$ cat src/rtl/cbta_pkg.sv
package cbta_pkg;

    localparam int CLS_W = 3;

    typedef enum logic [1:0] {
        ST_IDLE   = 2'd0,
        ST_CLAIM  = 2'd1,
        ST_BEACON = 2'd2
    } rec_state_e;

    typedef enum logic [1:0] {
        SEL_NONE = 2'd0,
        SEL_INT  = 2'd1,
        SEL_HOST = 2'd2
    } tx_src_e;

    typedef enum logic [CLS_W-1:0] {
        RX_OTHER        = 3'd0,
        RX_LOWER_CLAIM  = 3'd1,
        RX_MY_CLAIM     = 3'd2,
        RX_MY_BEACON    = 3'd3,
        RX_OTHER_BEACON = 3'd4
    } rx_class_e;

    typedef struct packed {
        logic hold_claim;
        logic hold_beacon;
        logic no_repeat;
    } opt_s;

    typedef struct packed {
        rec_state_e st;
        tx_src_e    sel;
        logic       int_done;
        logic       exit_pend;
        logic       evt_v;
        rx_class_e  evt_c;
    } core_s;

endpackage

$ cat src/rtl/cbta_opt_reg.sv
module cbta_opt_reg
    import cbta_pkg::*;
(
    input  logic clk,
    input  logic rst,
    input  logic wr,
    input  opt_s opt_in,
    output opt_s opt_q
);
    opt_s opt_d;

    always_comb begin
        opt_d = opt_q;
        if (wr) opt_d = opt_in;
    end

    always_ff @(posedge clk) begin
        if (rst) opt_q <= '0;
        else     opt_q <= opt_d;
    end
endmodule

$ cat src/rtl/cbta_rx_filter.sv
module cbta_rx_filter
    import cbta_pkg::*;
(
    input  rec_state_e st,
    input  logic       serving,
    input  opt_s       opt,
    input  logic       hold,
    input  logic       rx_valid,
    input  rx_class_e  rx_class,
    output logic       accept,
    output logic       exit_trig,
    output logic       end_service
);
    logic lc_or_mb;
    logic ignore;
    logic own_frame;

    always_comb begin
        lc_or_mb  = (rx_class == RX_LOWER_CLAIM) || (rx_class == RX_MY_BEACON);
        // Filtering applies only while a host frame is being served.
        ignore    = serving && ((opt.no_repeat && !lc_or_mb) ||
                                (opt.hold_beacon && lc_or_mb));
        accept    = rx_valid && (st != ST_IDLE) && !ignore;
        own_frame = ((st == ST_CLAIM)  && (rx_class == RX_MY_CLAIM)) ||
                    ((st == ST_BEACON) && (rx_class == RX_MY_BEACON));
        exit_trig = accept && own_frame;
        // A held exit lets the service run on; any other accepted event stops it.
        end_service = accept && serving && !(exit_trig && hold);
    end
endmodule

$ cat src/rtl/cbta_core.sv
module cbta_core
    import cbta_pkg::*;
(
    input  logic      clk,
    input  logic      rst,
    input  logic      fn_claim,
    input  logic      fn_beacon,
    input  opt_s      opt,
    input  logic      req_claim,
    input  logic      req_beacon,
    input  logic      frame_ready,
    input  logic      tx_done,
    input  logic      rx_valid,
    input  rx_class_e rx_class,
    output core_s     r_q
);
    core_s r_d;
    logic  hold;
    logic  want_req;
    logic  accept;
    logic  exit_trig;
    logic  end_service;
    logic  idn;
    logic  xp;
    logic  host_ok;

    always_comb begin
        hold     = (r_q.st == ST_CLAIM) ? opt.hold_claim : opt.hold_beacon;
        want_req = (r_q.st == ST_CLAIM) ? req_claim : req_beacon;
    end

    cbta_rx_filter u_filt (
        .st          (r_q.st),
        .serving     (r_q.sel == SEL_HOST),
        .opt         (opt),
        .hold        (hold),
        .rx_valid    (rx_valid),
        .rx_class    (rx_class),
        .accept      (accept),
        .exit_trig   (exit_trig),
        .end_service (end_service)
    );

    always_comb begin
        r_d       = r_q;
        r_d.evt_v = 1'b0;
        r_d.evt_c = RX_OTHER;
        idn       = r_q.int_done;
        xp        = r_q.exit_pend;
        host_ok   = 1'b0;
        if (fn_beacon || fn_claim) begin
            // Beacon takes priority when both strobes coincide.
            r_d.st        = fn_beacon ? ST_BEACON : ST_CLAIM;
            r_d.int_done  = 1'b0;
            r_d.exit_pend = 1'b0;
            if ((r_q.st == ST_IDLE) || tx_done) r_d.sel = SEL_INT;
        end else if (r_q.st != ST_IDLE) begin
            if (accept) begin
                r_d.evt_v = 1'b1;
                r_d.evt_c = rx_class;
            end
            if (exit_trig)   xp  = 1'b1;
            if (end_service) idn = 1'b0;
            if (tx_done && (r_q.sel == SEL_INT)) idn = 1'b1;
            host_ok = idn && want_req && frame_ready;
            if (tx_done) begin
                if (xp && !(hold && host_ok)) begin
                    r_d.st  = ST_IDLE;
                    r_d.sel = SEL_NONE;
                    xp      = 1'b0;
                    idn     = 1'b0;
                end else begin
                    r_d.sel = host_ok ? SEL_HOST : SEL_INT;
                end
            end
            r_d.int_done  = idn;
            r_d.exit_pend = xp;
        end
    end

    always_ff @(posedge clk) begin
        if (rst) begin
            r_q.st        <= ST_IDLE;
            r_q.sel       <= SEL_NONE;
            r_q.int_done  <= 1'b0;
            r_q.exit_pend <= 1'b0;
            r_q.evt_v     <= 1'b0;
            r_q.evt_c     <= RX_OTHER;
        end else begin
            r_q <= r_d;
        end
    end
endmodule

$ cat src/rtl/cb_tx_arbiter.sv
module cb_tx_arbiter
    import cbta_pkg::*;
(
    input  logic             clk,
    input  logic             rst,
    input  logic             fn_claim_i,
    input  logic             fn_beacon_i,
    input  logic             opt_wr_i,
    input  logic             opt_hold_claim_i,
    input  logic             opt_hold_beacon_i,
    input  logic             opt_no_repeat_i,
    input  logic             req_claim_i,
    input  logic             req_beacon_i,
    input  logic             frame_ready_i,
    input  logic             tx_frame_done_i,
    input  logic             rx_valid_i,
    input  logic [CLS_W-1:0] rx_class_i,
    output logic             in_claim_o,
    output logic             in_beacon_o,
    output logic [1:0]       tx_sel_o,
    output logic             exit_pending_o,
    output logic             rx_evt_valid_o,
    output logic [CLS_W-1:0] rx_evt_class_o
);
    opt_s  opt_in;
    opt_s  opt_q;
    core_s core_q;

    always_comb begin
        opt_in.hold_claim  = opt_hold_claim_i;
        opt_in.hold_beacon = opt_hold_beacon_i;
        opt_in.no_repeat   = opt_no_repeat_i;
    end

    cbta_opt_reg u_opt (
        .clk    (clk),
        .rst    (rst),
        .wr     (opt_wr_i),
        .opt_in (opt_in),
        .opt_q  (opt_q)
    );

    cbta_core u_core (
        .clk         (clk),
        .rst         (rst),
        .fn_claim    (fn_claim_i),
        .fn_beacon   (fn_beacon_i),
        .opt         (opt_q),
        .req_claim   (req_claim_i),
        .req_beacon  (req_beacon_i),
        .frame_ready (frame_ready_i),
        .tx_done     (tx_frame_done_i),
        .rx_valid    (rx_valid_i),
        .rx_class    (rx_class_e'(rx_class_i)),
        .r_q         (core_q)
    );

    always_comb begin
        in_claim_o     = (core_q.st == ST_CLAIM);
        in_beacon_o    = (core_q.st == ST_BEACON);
        tx_sel_o       = core_q.sel;
        exit_pending_o = core_q.exit_pend;
        rx_evt_valid_o = core_q.evt_v;
        rx_evt_class_o = core_q.evt_c;
    end
endmodule

$ cat config.mk
export PLATFORM = sky130hd
export DESIGN_NAME = cb_tx_arbiter
export DESIGN_NICKNAME = d
export VERILOG_FILES = /design/src/rtl/cbta_pkg.sv /design/src/rtl/cbta_opt_reg.sv /design/src/rtl/cbta_rx_filter.sv /design/src/rtl/cbta_core.sv /design/src/rtl/cb_tx_arbiter.sv
export SDC_FILE = /design/constraint.sdc
export NUM_CORES = 1
export LEC_CHECK = 0
export BUFFER_PORTS_ARGS = -buffer_cell sky130_fd_sc_hd__buf_2
export CAP_MARGIN = 20
export CORE_UTILIZATION = 50
export CTS_BUF_LIST = sky130_fd_sc_hd__clkbuf_8
export DETAILED_ROUTE_END_ITERATION = 12
export MAX_ROUTING_LAYER = met4
export PLACE_DENSITY_LB_ADDON = 0.08
export SYNTH_ARGS = -nofsm -noshare
export SYNTH_HDL_FRONTEND = slang
export SYNTH_SLANG_ARGS = --single-unit
export TNS_END_PERCENT = 5
$ cat constraint.sdc
create_clock -name clk -period 4.4 [get_ports clk]
set_input_delay 0.22 -clock clk [delete_from_list [all_inputs] [get_ports clk]]
set_output_delay 0.22 -clock clk [all_outputs]
set_load 0.05 [all_outputs]
==> impl_metrics.tcl <==
set metrics [dict create \
    outcome "complete, no violations" \
    nNetsFinal 121 \
    tightest_slew_ns 0.425 \
    finalClockSkew_ns 0.00560 \
    grt_usage 0.228 \
    slowest_stage "dfxtp_1" \
    synth_edf_count 0 \
    postCtsSetupRepairBufs 0 \
    ys_seq_area_frac 0.339 \
    slew-limit-headroom 0.714 \
    async_flop_share 0 \
    worstRegToRegCells 5 \
    start_util 0.562 \
    ios 25 \
    final_area_um2 900 \
    rsz0062_at_grt "no" \
    power.density_mw_per_mm2 305 \
    crit_path_frequent_cell "a2111oi_2" \
    cts.sinks 13 \
    finalCritPeriodShare 0.398 \
    hold_class "input pin to flop" \
    diodes 0 \
    ys_types 40 \
    drt-met1-wl_um 786 \
    cts_resized 0 \
    n_fill_cell 128 \
    antenna_found_initial 0 \
    cts_tree "built" \
    max_freq_mhz 571 \
    grt_overflow 0 \
    period_needed_ns 1.75 \
    num_rows 13 \
    p_leak_uw 0.000385 \
    cp-start-kind "flop" \
    numCtsBuffers 3 \
    slowest_delay_ns 0.52 \
    final-max-slew-violation-count 0 \
    critPathMaxFanout 10 \
    dr.pass1.iters 4 \
    wl_um 1570 \
    cts.clk_slew.worst_paths_ns 0.06 \
    p_total_uw 274 \
    drive_above_1_share 0.375 \
    cp.required_ns 4.52 \
    tns_ns 0 \
    crit_arrival_ns 1.87 \
    post_drt_wl_per_cell_um 13.2 \
    worstSetupEndpointType "flop" \
    port_buffers 24 \
    dp_cells 115 \
    layout_common_cells "buf_2 (24), dfxtp_1 (13), nor2_1 (9)" \
    h-tree-depth 1 \
    vias 685 \
    coreArea_mm2 0.00137 \
    cts_root_buf "clkbuf_8" \
    dpl.hpwl_um 1190 \
    syn_inst 83 \
    maxCapViolCount 0 \
    dieWidth_um 41.2 \
    grt_max_degree 11 \
    setup_viol 0 \
    clkLatencyLatePin_ns 0.24 \
    dieArea_mm2 0.00170 \
    drtIter0Drc 13 \
    yosys_warnings 0 \
    hold_path_depth 2 \
    synth_ff_type "dfxtp_1" \
    drt.antenna.violating_nets 0 \
    area_growth_pct 17.1 \
    fin_cells 119 \
    min_from "rx_class_i[1]" \
    hold_buffers 0 \
    route.met3.wl_um 93 \
    synth_fp_nets 99 \
    critPathKind "flop to flop" \
    critPathLaunch "u_core.r_q[9]" \
    viasPerCell 5.76 \
    met2_wirelength_um 662 \
    crit_chain "o21ai_0 -> a2111oi_2 -> a21boi_0 -> a211oi_1 -> a2111oi_2" \
    placed_area_um2 855 \
    grt_pass1_wl_um 2440 \
    syn_area_per_cell_um2 9.26 \
    vdd_drop_max_uv 205 \
    hold_viol 0 \
    clockBufferDepth 2 \
    drc_errors 0 \
    die_y_um 41.2 \
    grt_pass1_vias 541 \
    ys_ff_latch 13 \
    routabilityCongestion 0.890 \
    synthesis.area_um2 768 \
    topRoutingLayerUsed "met4" \
    final_common_cell "buf_2" \
    reg2reg_from "u_core.r_q[9]" \
]
==> cell type report <==
type	count	area, µm²	area share
inverter	2	7.51	0.00834
sequential	13	260	0.289
clock inverter	1	3.75	0.00417
tap	15	18.8	0.0209
clock buffer	3	41.3	0.0459
multi-input combinational	61	448	0.498
timing repair buffer	24	120	0.134
==> kinds of logic after synthesis <==
kind of cell,synth area share
AOI/OAI and AO/OA,0.279
buffers and inverters,0.0782
DFF,0.339
and+or+nand+nor,0.251
muxes,0.0537
==> path summary, 6_finish.rpt <==
kind	to	slack [ns]
worst max-delay path	u_core.r_q[5]	2.65
worst max register to register	u_core.r_q[5]	2.65
worst min-delay path	u_core.r_q[1]	0.20
worst min register to register	u_opt.opt_q[2]	0.52
==> per-layer routing <==
layer,global-route usage,vias to the layer above
met5,-,-
met4,0.0968,0
met3,0.0652,4
met2,0.293,27
met1,0.324,302
li1,-,352
==> critical path: cells and delay by family, from the launching register on <==
family	cells	cell delay, ns
compound gates	5	1.11
flops	1	0.52
==> power breakdown <==
part | internal [µW] | switching (µW)
Clock | 61.5 | 42.0
Combinational | 16.9 | 26.9
Sequential | 122 | 4.88
==> sequential cells by signal (all words and copies together), names as in the netlist <==
register     flops
u_opt.opt_q      3
u_core.r_q      10
==> per-stage QoR <==
step	hold WS, ns	util	worst slack (ns)
floorplan	0.341	-	2.24
global placement	0.435	0.625	2.72
detailed placement	0.439	0.625	2.70
CTS	0.194	0.658	2.67
global route	0.198	0.658	2.47
finish	0.196	0.658	2.65
==> synthesized netlist by cell type, types with 2 or more instances <==
cell | number | area (µm²)
a2111oi_2 | 3 | 45.0
a211oi_1 | 3 | 22.5
a21oi_1 | 4 | 20.0
and2_1 | 2 | 12.5
buf_4 | 5 | 37.5
dfxtp_1 | 13 | 260
inv_1 | 2 | 7.51
mux2i_1 | 3 | 30.0
nand2_1 | 4 | 15.0
nand2b_1 | 2 | 12.5
nor2_1 | 9 | 33.8
nor2b_1 | 2 | 12.5
o21ai_0 | 4 | 20.0
Note: power is estimated with default switching activity, not from simulation.
